File: config.mk
export PLATFORM = sky130hd
export DESIGN_NAME = pmp_check_unit
export DESIGN_NICKNAME = d
export VERILOG_FILES = /design/src/rtl/pmp_chk_pkg.sv /design/src/rtl/pmp_region_match.sv /design/src/rtl/pmp_perm_eval.sv /design/src/rtl/pmp_first_hit.sv /design/src/rtl/pmp_check_unit.sv
export SDC_FILE = /design/constraint.sdc
export NUM_CORES = 2
export LEC_CHECK = 0
export BUFFER_PORTS_ARGS = -buffer_cell sky130_fd_sc_hd__buf_4
export CAP_MARGIN = 5
export CELL_PAD_IN_SITES_DETAIL_PLACEMENT = 0
export CELL_PAD_IN_SITES_GLOBAL_PLACEMENT = 1
export CORE_UTILIZATION = 32
export DETAILED_ROUTE_END_ITERATION = 10
export PLACE_DENSITY_LB_ADDON = 0.25
export SETUP_SLACK_MARGIN = 0.3
export SLEW_MARGIN = 20
export SYNTH_ARGS = -nofsm -noshare
export SYNTH_HDL_FRONTEND = slang
export SYNTH_SLANG_ARGS = --single-unit
File: constraint.sdc
create_clock -name vclk -period 8.19
set_input_delay 1.638 -clock vclk [all_inputs]
set_output_delay 1.638 -clock vclk [all_outputs]
set_load 0.005 [all_outputs]
File: src/rtl/pmp_chk_pkg.sv
package pmp_chk_pkg;

   // access kind codes
   typedef enum logic [1:0] {
      ACC_LOAD  = 2'd0,
      ACC_STORE = 2'd1,
      ACC_EXEC  = 2'd2
   } acc_kind_e;

   // region matching modes (field decoded by the region matcher)
   typedef enum logic [1:0] {
      MODE_OFF   = 2'd0,
      MODE_TOR   = 2'd1,
      MODE_NA4   = 2'd2,
      MODE_NAPOT = 2'd3
   } amode_e;

   localparam logic [1:0] PRIV_MACHINE = 2'd3;

   // configuration byte, bit 7 down to bit 0
   typedef struct packed {
      logic       lock;
      logic [1:0] rsv;
      amode_e     mode;
      logic       ex;
      logic       wr;
      logic       rd;
   } cfg_t;

endpackage

File: src/rtl/pmp_region_match.sv
module pmp_region_match
   import pmp_chk_pkg::*;
#(
   parameter int PA_W  = 34,
   parameter int NSTEP = 2,
   localparam int AR_W = PA_W - 2
)(
   input  amode_e                  mode_i,
   input  logic [AR_W-1:0]         top_reg_i,
   input  logic [PA_W-1:0]         lo_i,
   input  logic [NSTEP*PA_W-1:0]   step_addr_i,
   input  logic [NSTEP-1:0]        step_en_i,
   output logic                    any_hit_o,
   output logic                    all_hit_o
);

   logic [PA_W-1:0]  top;
   logic [PA_W-1:0]  ext;
   logic [PA_W-1:0]  ones;
   logic [PA_W-1:0]  nmask;
   logic [NSTEP-1:0] hit;

   assign top   = {top_reg_i, 2'b00};
   // low bit forced to one except for the single-word mode
   assign ext   = {1'b0, top_reg_i, (mode_i != MODE_NA4)};
   // isolate the run of trailing ones
   assign ones  = ext & ~(ext + PA_W'(1));
   assign nmask = (~ones) << 2;

   for (genvar k = 0; k < NSTEP; k++) begin : g_probe
      logic [PA_W-1:0] a;
      assign a = step_addr_i[k*PA_W +: PA_W];
      assign hit[k] = (mode_i == MODE_TOR) ? ((a >= lo_i) && (a < top))
                                           : (((a ^ top) & nmask) == '0);
   end

   assign any_hit_o = (mode_i != MODE_OFF) && (|(hit & step_en_i));
   assign all_hit_o = &(hit | ~step_en_i);

endmodule

File: src/rtl/pmp_perm_eval.sv
module pmp_perm_eval
   import pmp_chk_pkg::*;
(
   input  logic       rd_i,
   input  logic       wr_i,
   input  logic       ex_i,
   input  logic       lock_i,
   input  logic [1:0] kind_i,
   input  logic [1:0] priv_i,
   output logic       grant_o
);

   logic kind_ok;

   always_comb begin
      case (kind_i)
         ACC_LOAD:  kind_ok = rd_i;
         ACC_STORE: kind_ok = wr_i;
         ACC_EXEC:  kind_ok = ex_i;
         default:   kind_ok = 1'b0;
      endcase
      grant_o = ((priv_i == PRIV_MACHINE) && !lock_i) || kind_ok;
   end

endmodule

File: src/rtl/pmp_first_hit.sv
module pmp_first_hit #(
   parameter int N = 16
)(
   input  logic [N-1:0] hit_i,
   output logic [N-1:0] sel_o,
   output logic         found_o
);

   logic [N:0] seen;

   assign seen[0] = 1'b0;
   for (genvar i = 0; i < N; i++) begin : g_chain
      assign sel_o[i]    = hit_i[i] & ~seen[i];
      assign seen[i + 1] = seen[i] | hit_i[i];
   end
   assign found_o = seen[N];

endmodule

File: src/rtl/pmp_check_unit.sv
module pmp_check_unit
   import pmp_chk_pkg::*;
#(
   parameter int NENT    = 16,
   parameter int PA_W    = 34,
   parameter int MAX_LEN = 8,
   localparam int AR_W   = PA_W - 2,
   localparam int LEN_W  = $clog2(MAX_LEN + 1)
)(
   input  logic [1:0]           acc_kind_i,
   input  logic [PA_W-1:0]      acc_addr_i,
   input  logic [LEN_W-1:0]     acc_len_i,
   input  logic [1:0]           priv_i,
   input  logic [NENT*AR_W-1:0] pmp_addr_i,
   input  logic [NENT*8-1:0]    pmp_cfg_i,
   output logic                 allow_o
);

   localparam int NSTEP = (MAX_LEN + 3) / 4;

   if (NENT < 1 || NENT > 64) begin : g_bad_nent
      $error("pmp_check_unit: NENT must be 1..64");
   end
   if (PA_W < 4 || PA_W > 64) begin : g_bad_paw
      $error("pmp_check_unit: PA_W must be 4..64");
   end
   if (MAX_LEN < 1 || MAX_LEN > 64) begin : g_bad_len
      $error("pmp_check_unit: MAX_LEN must be 1..64");
   end

   // probe addresses, one per 4-byte step of the access
   logic [NSTEP*PA_W-1:0] step_addr;
   logic [NSTEP-1:0]      step_en;

   for (genvar k = 0; k < NSTEP; k++) begin : g_step
      assign step_addr[k*PA_W +: PA_W] = acc_addr_i + PA_W'(4 * k);
      assign step_en[k] = acc_len_i > LEN_W'(4 * k);
   end

   cfg_t              cfg [NENT];
   logic [NENT*2-1:0] cfg_unused;
   logic [NENT-1:0]   hit_any;
   logic [NENT-1:0]   hit_all;
   logic [NENT-1:0]   lock_vec;
   logic [NENT-1:0]   perm_ok;
   logic [NENT-1:0]   sel_vec;
   logic              found;

   for (genvar i = 0; i < NENT; i++) begin : g_ent
      logic [PA_W-1:0] lo;

      assign cfg[i]                = cfg_t'(pmp_cfg_i[8*i +: 8]);
      assign cfg_unused[2*i +: 2]  = cfg[i].rsv;
      assign lock_vec[i]           = cfg[i].lock;

      if (i == 0) begin : g_first
         assign lo = '0;
      end else begin : g_rest
         assign lo = {pmp_addr_i[AR_W*(i-1) +: AR_W], 2'b00};
      end

      pmp_region_match #(
         .PA_W  (PA_W),
         .NSTEP (NSTEP)
      ) u_match (
         .mode_i      (cfg[i].mode),
         .top_reg_i   (pmp_addr_i[AR_W*i +: AR_W]),
         .lo_i        (lo),
         .step_addr_i (step_addr),
         .step_en_i   (step_en),
         .any_hit_o   (hit_any[i]),
         .all_hit_o   (hit_all[i])
      );

      pmp_perm_eval u_perm (
         .rd_i    (cfg[i].rd),
         .wr_i    (cfg[i].wr),
         .ex_i    (cfg[i].ex),
         .lock_i  (cfg[i].lock),
         .kind_i  (acc_kind_i),
         .priv_i  (priv_i),
         .grant_o (perm_ok[i])
      );
   end

   pmp_first_hit #(
      .N (NENT)
   ) u_prio (
      .hit_i   (hit_any),
      .sel_o   (sel_vec),
      .found_o (found)
   );

   assign allow_o = found ? (|(sel_vec & hit_all & perm_ok))
                          : (priv_i == PRIV_MACHINE);

endmodule

==> metrics.md <==
| Metric | Value |
|---|---|
| Final period utilization | `106%` |
| Most frequent cell after synthesis | `ha_1` |
| Final Non-Filler Cells | `8395` |
| DIE WIDTH | `346 µm` |
| FF+latch count | `0` |
| Starting Density | `32.4%` |
| RD Place Congestion | `1.06` |
| DR vias | `54300` |
| Total die area | `120000 µm²` |
| Crit. End Element | `output port` |
| Share of cells above drive strength 1 | `23.6%` |
| Synth area leader | `ha_1` |
| Post-layout util | `44.6%` |
| I/O pin count | `683` |
| Antenna-violating nets left | `0` |
| Routed length per placed instance | `32.6 µm` |
| Register Area | `0 µm²` |
| Highest Clock Rate | `0.116 GHz` |
| Sequential area share after synthesis | `0%` |
| Yosys warns | `0` |
| First-pass GRT wire length | `378000 µm` |
| Residual DRC | `0` |
| Initial antenna violation count | `44` |
| # setup viols final | `1` |
| Worst Path Arrival | `7.01 ns` |
| Post-synth top cells | `ha_1 (1025), inv_1 (570), a21oi_1 (536)` |
| Post-synth top area share | `33.8%` |
| Failing checks | `setup timing` |
| Placed instance area | `51000 µm²` |
| Final WL | `273000 µm` |
| DPL Wire Length | `228000 µm` |
| Post-Place Cells | `8355` |
| Pre-antenna DRT Iters | `8` |
| Final setup TNS | `-0.459 ns` |
| Clock buf count | `0` |
| Final Hold Viols | `0` |
| WS Path Type | `in -> out` |
| Mapped cell area | `37900 µm²` |
| GRT overflow | `0` |
| Mapped Nets | `7205` |
| Worst slew pin tran | `1.07 ns` |
| Period minus WS final | `8.65 ns` |
| Largest net degree at the start of global routing | `28` |
| Slew HR | `27.9%` |
| Synth unique cells | `91` |
| CP Launch Type | `input port` |
| Die extent in y | `346 µm` |
| Rows | `125` |
| Outcome | `complete, but fails checks` |
| Layout area overhead | `37.5%` |
| Number of cells on the worst hold path | `9` |
| Final net count | `8563` |
| Gate count after technology mapping | `5498` |
| Number of global-route vias before repair | `51800` |
| Aggregate global-route resource usage | `43.4%` |
| Worst setup margin | `-0.459 ns` |
| Main area contributors after synthesis | `ha_1 (34%), a21oi_1 (7.1%), inv_1 (5.6%), nand4_1 (4.4%), o21ai_0 (3.7%)` |
| Slew Viols, Final | `0` |
| Iter 0 DRT Violations | `5912` |
| Max Cap Violations | `0` |
| RSZ-0062 raised after global routing | `true` |
| Design area | `52100 µm²` |
| Hold crit path type | `in -> out` |
| Vias per cell | `6.46` |
| WP data required | `6.55 ns` |
| Port Buf Inserts | `651` |
| Synth Area per Inst | `6.89 µm²` |
| Core area | `117000 µm²` |
| CP max FO | `4` |
critical path: stages:
cell,delay (ns)
buf_6,0.07
and3_4,0.17
and3_4,0.20
and3_4,0.25
and3_4,0.22
buf_4,0.14
nand3_1,0.15
xnor2_2,0.27
buf_12,0.18
buf_6,0.21
ha_1,0.27
o21a_1,0.18
o211ai_1,0.34
a21oi_1,0.15
nor4_2,0.31
buf_4,0.20
a211oi_1,0.07
a21oi_1,0.23
a21oi_1,0.11
buf_4,0.15
or3_4,0.41
o31ai_4,0.22
o211ai_1,0.14
a22oi_2,0.43
buf_4,0.21
buf_6,0.08
per-stage QoR:
| stage | hold WS [ns] | setup slack (ns) |
|---|---|---|
| after detailed placement | 4.51 | -1.34 |
| after global routing | 4.43 | -0.574 |
| after CTS | 4.37 | -0.315 |
| after global placement | 4.51 | -1.40 |
| final | 4.39 | -0.459 |
| after floorplan | 3.63 | 0.335 |
layer usage:
layer	global-route usage, %	routed length, µm	vias up
li1	-	-	24400
met1	53.6	107000	25700
met2	67.5	116000	3220
met3	9.39	28400	845
met4	28.6	22200	32
met5	0	200	-
layout by cell type (no fill, tap or decap), types with 48 or more instances in the layout:
| cell | netlist | routed |
|---|---|---|
| nor2_1 | 332 | 327 |
| o211ai_1 | 63 | 63 |
| a211oi_1 | 104 | 101 |
| nor4_1 | 179 | 165 |
| a21o_1 | 94 | 93 |
| nand2_1 | 373 | 370 |
| buf_4 | 3 | 1347 |
| nand3_1 | 231 | 223 |
| and4_1 | 49 | 49 |
| nor3_1 | 192 | 182 |
| nand2b_1 | 59 | 59 |
| inv_1 | 570 | 569 |
| a41oi_1 | 60 | 60 |
| a21oi_1 | 536 | 530 |
| a31oi_1 | 141 | 140 |
| o21ai_0 | 283 | 275 |
| ha_1 | 1025 | 1016 |
| nand4_1 | 268 | 268 |
| and3_1 | 73 | 66 |
| o2111ai_1 | 48 | 48 |
| buf_12 | 0 | 51 |
| o22ai_1 | 71 | 70 |
| nor2b_1 | 61 | 57 |
repair_timing:
action / 4_1_cts / 5_1_grt
endpoints found under the setup margin: 1 / 1
hold buffers: 0 / 0
pin swaps: 57 / 13
buffers inserted: 22 / 1
gates resized for setup: 162 / 15
path summary, 6_finish.rpt:
check	slack, ns	endpoint	startpoint
hold / removal	4.39	allow_o	pmp_cfg_i[51]
setup / recovery	-0.46	allow_o	acc_addr_i[10]
cell type report:
| class | count | area [µm²] |
|---|---|---|
| multi-input combinational | 4853 | 36500 |
| antenna | 17 | 42.5 |
| tap | 1524 | 1910 |
| inverter | 570 | 2140 |
| timing repair buffer | 1431 | 11500 |
| fill | 12300 | 64700 |
logic make-up after synthesis:
group	count (synthesis)	synth area share, %
fa+ha+maj	1025	33.8
buf+inv	645	6.48
simple gates	2007	28.1
compound gates	1773	30.4
mux	16	0.422
xor+xnor	32	0.739
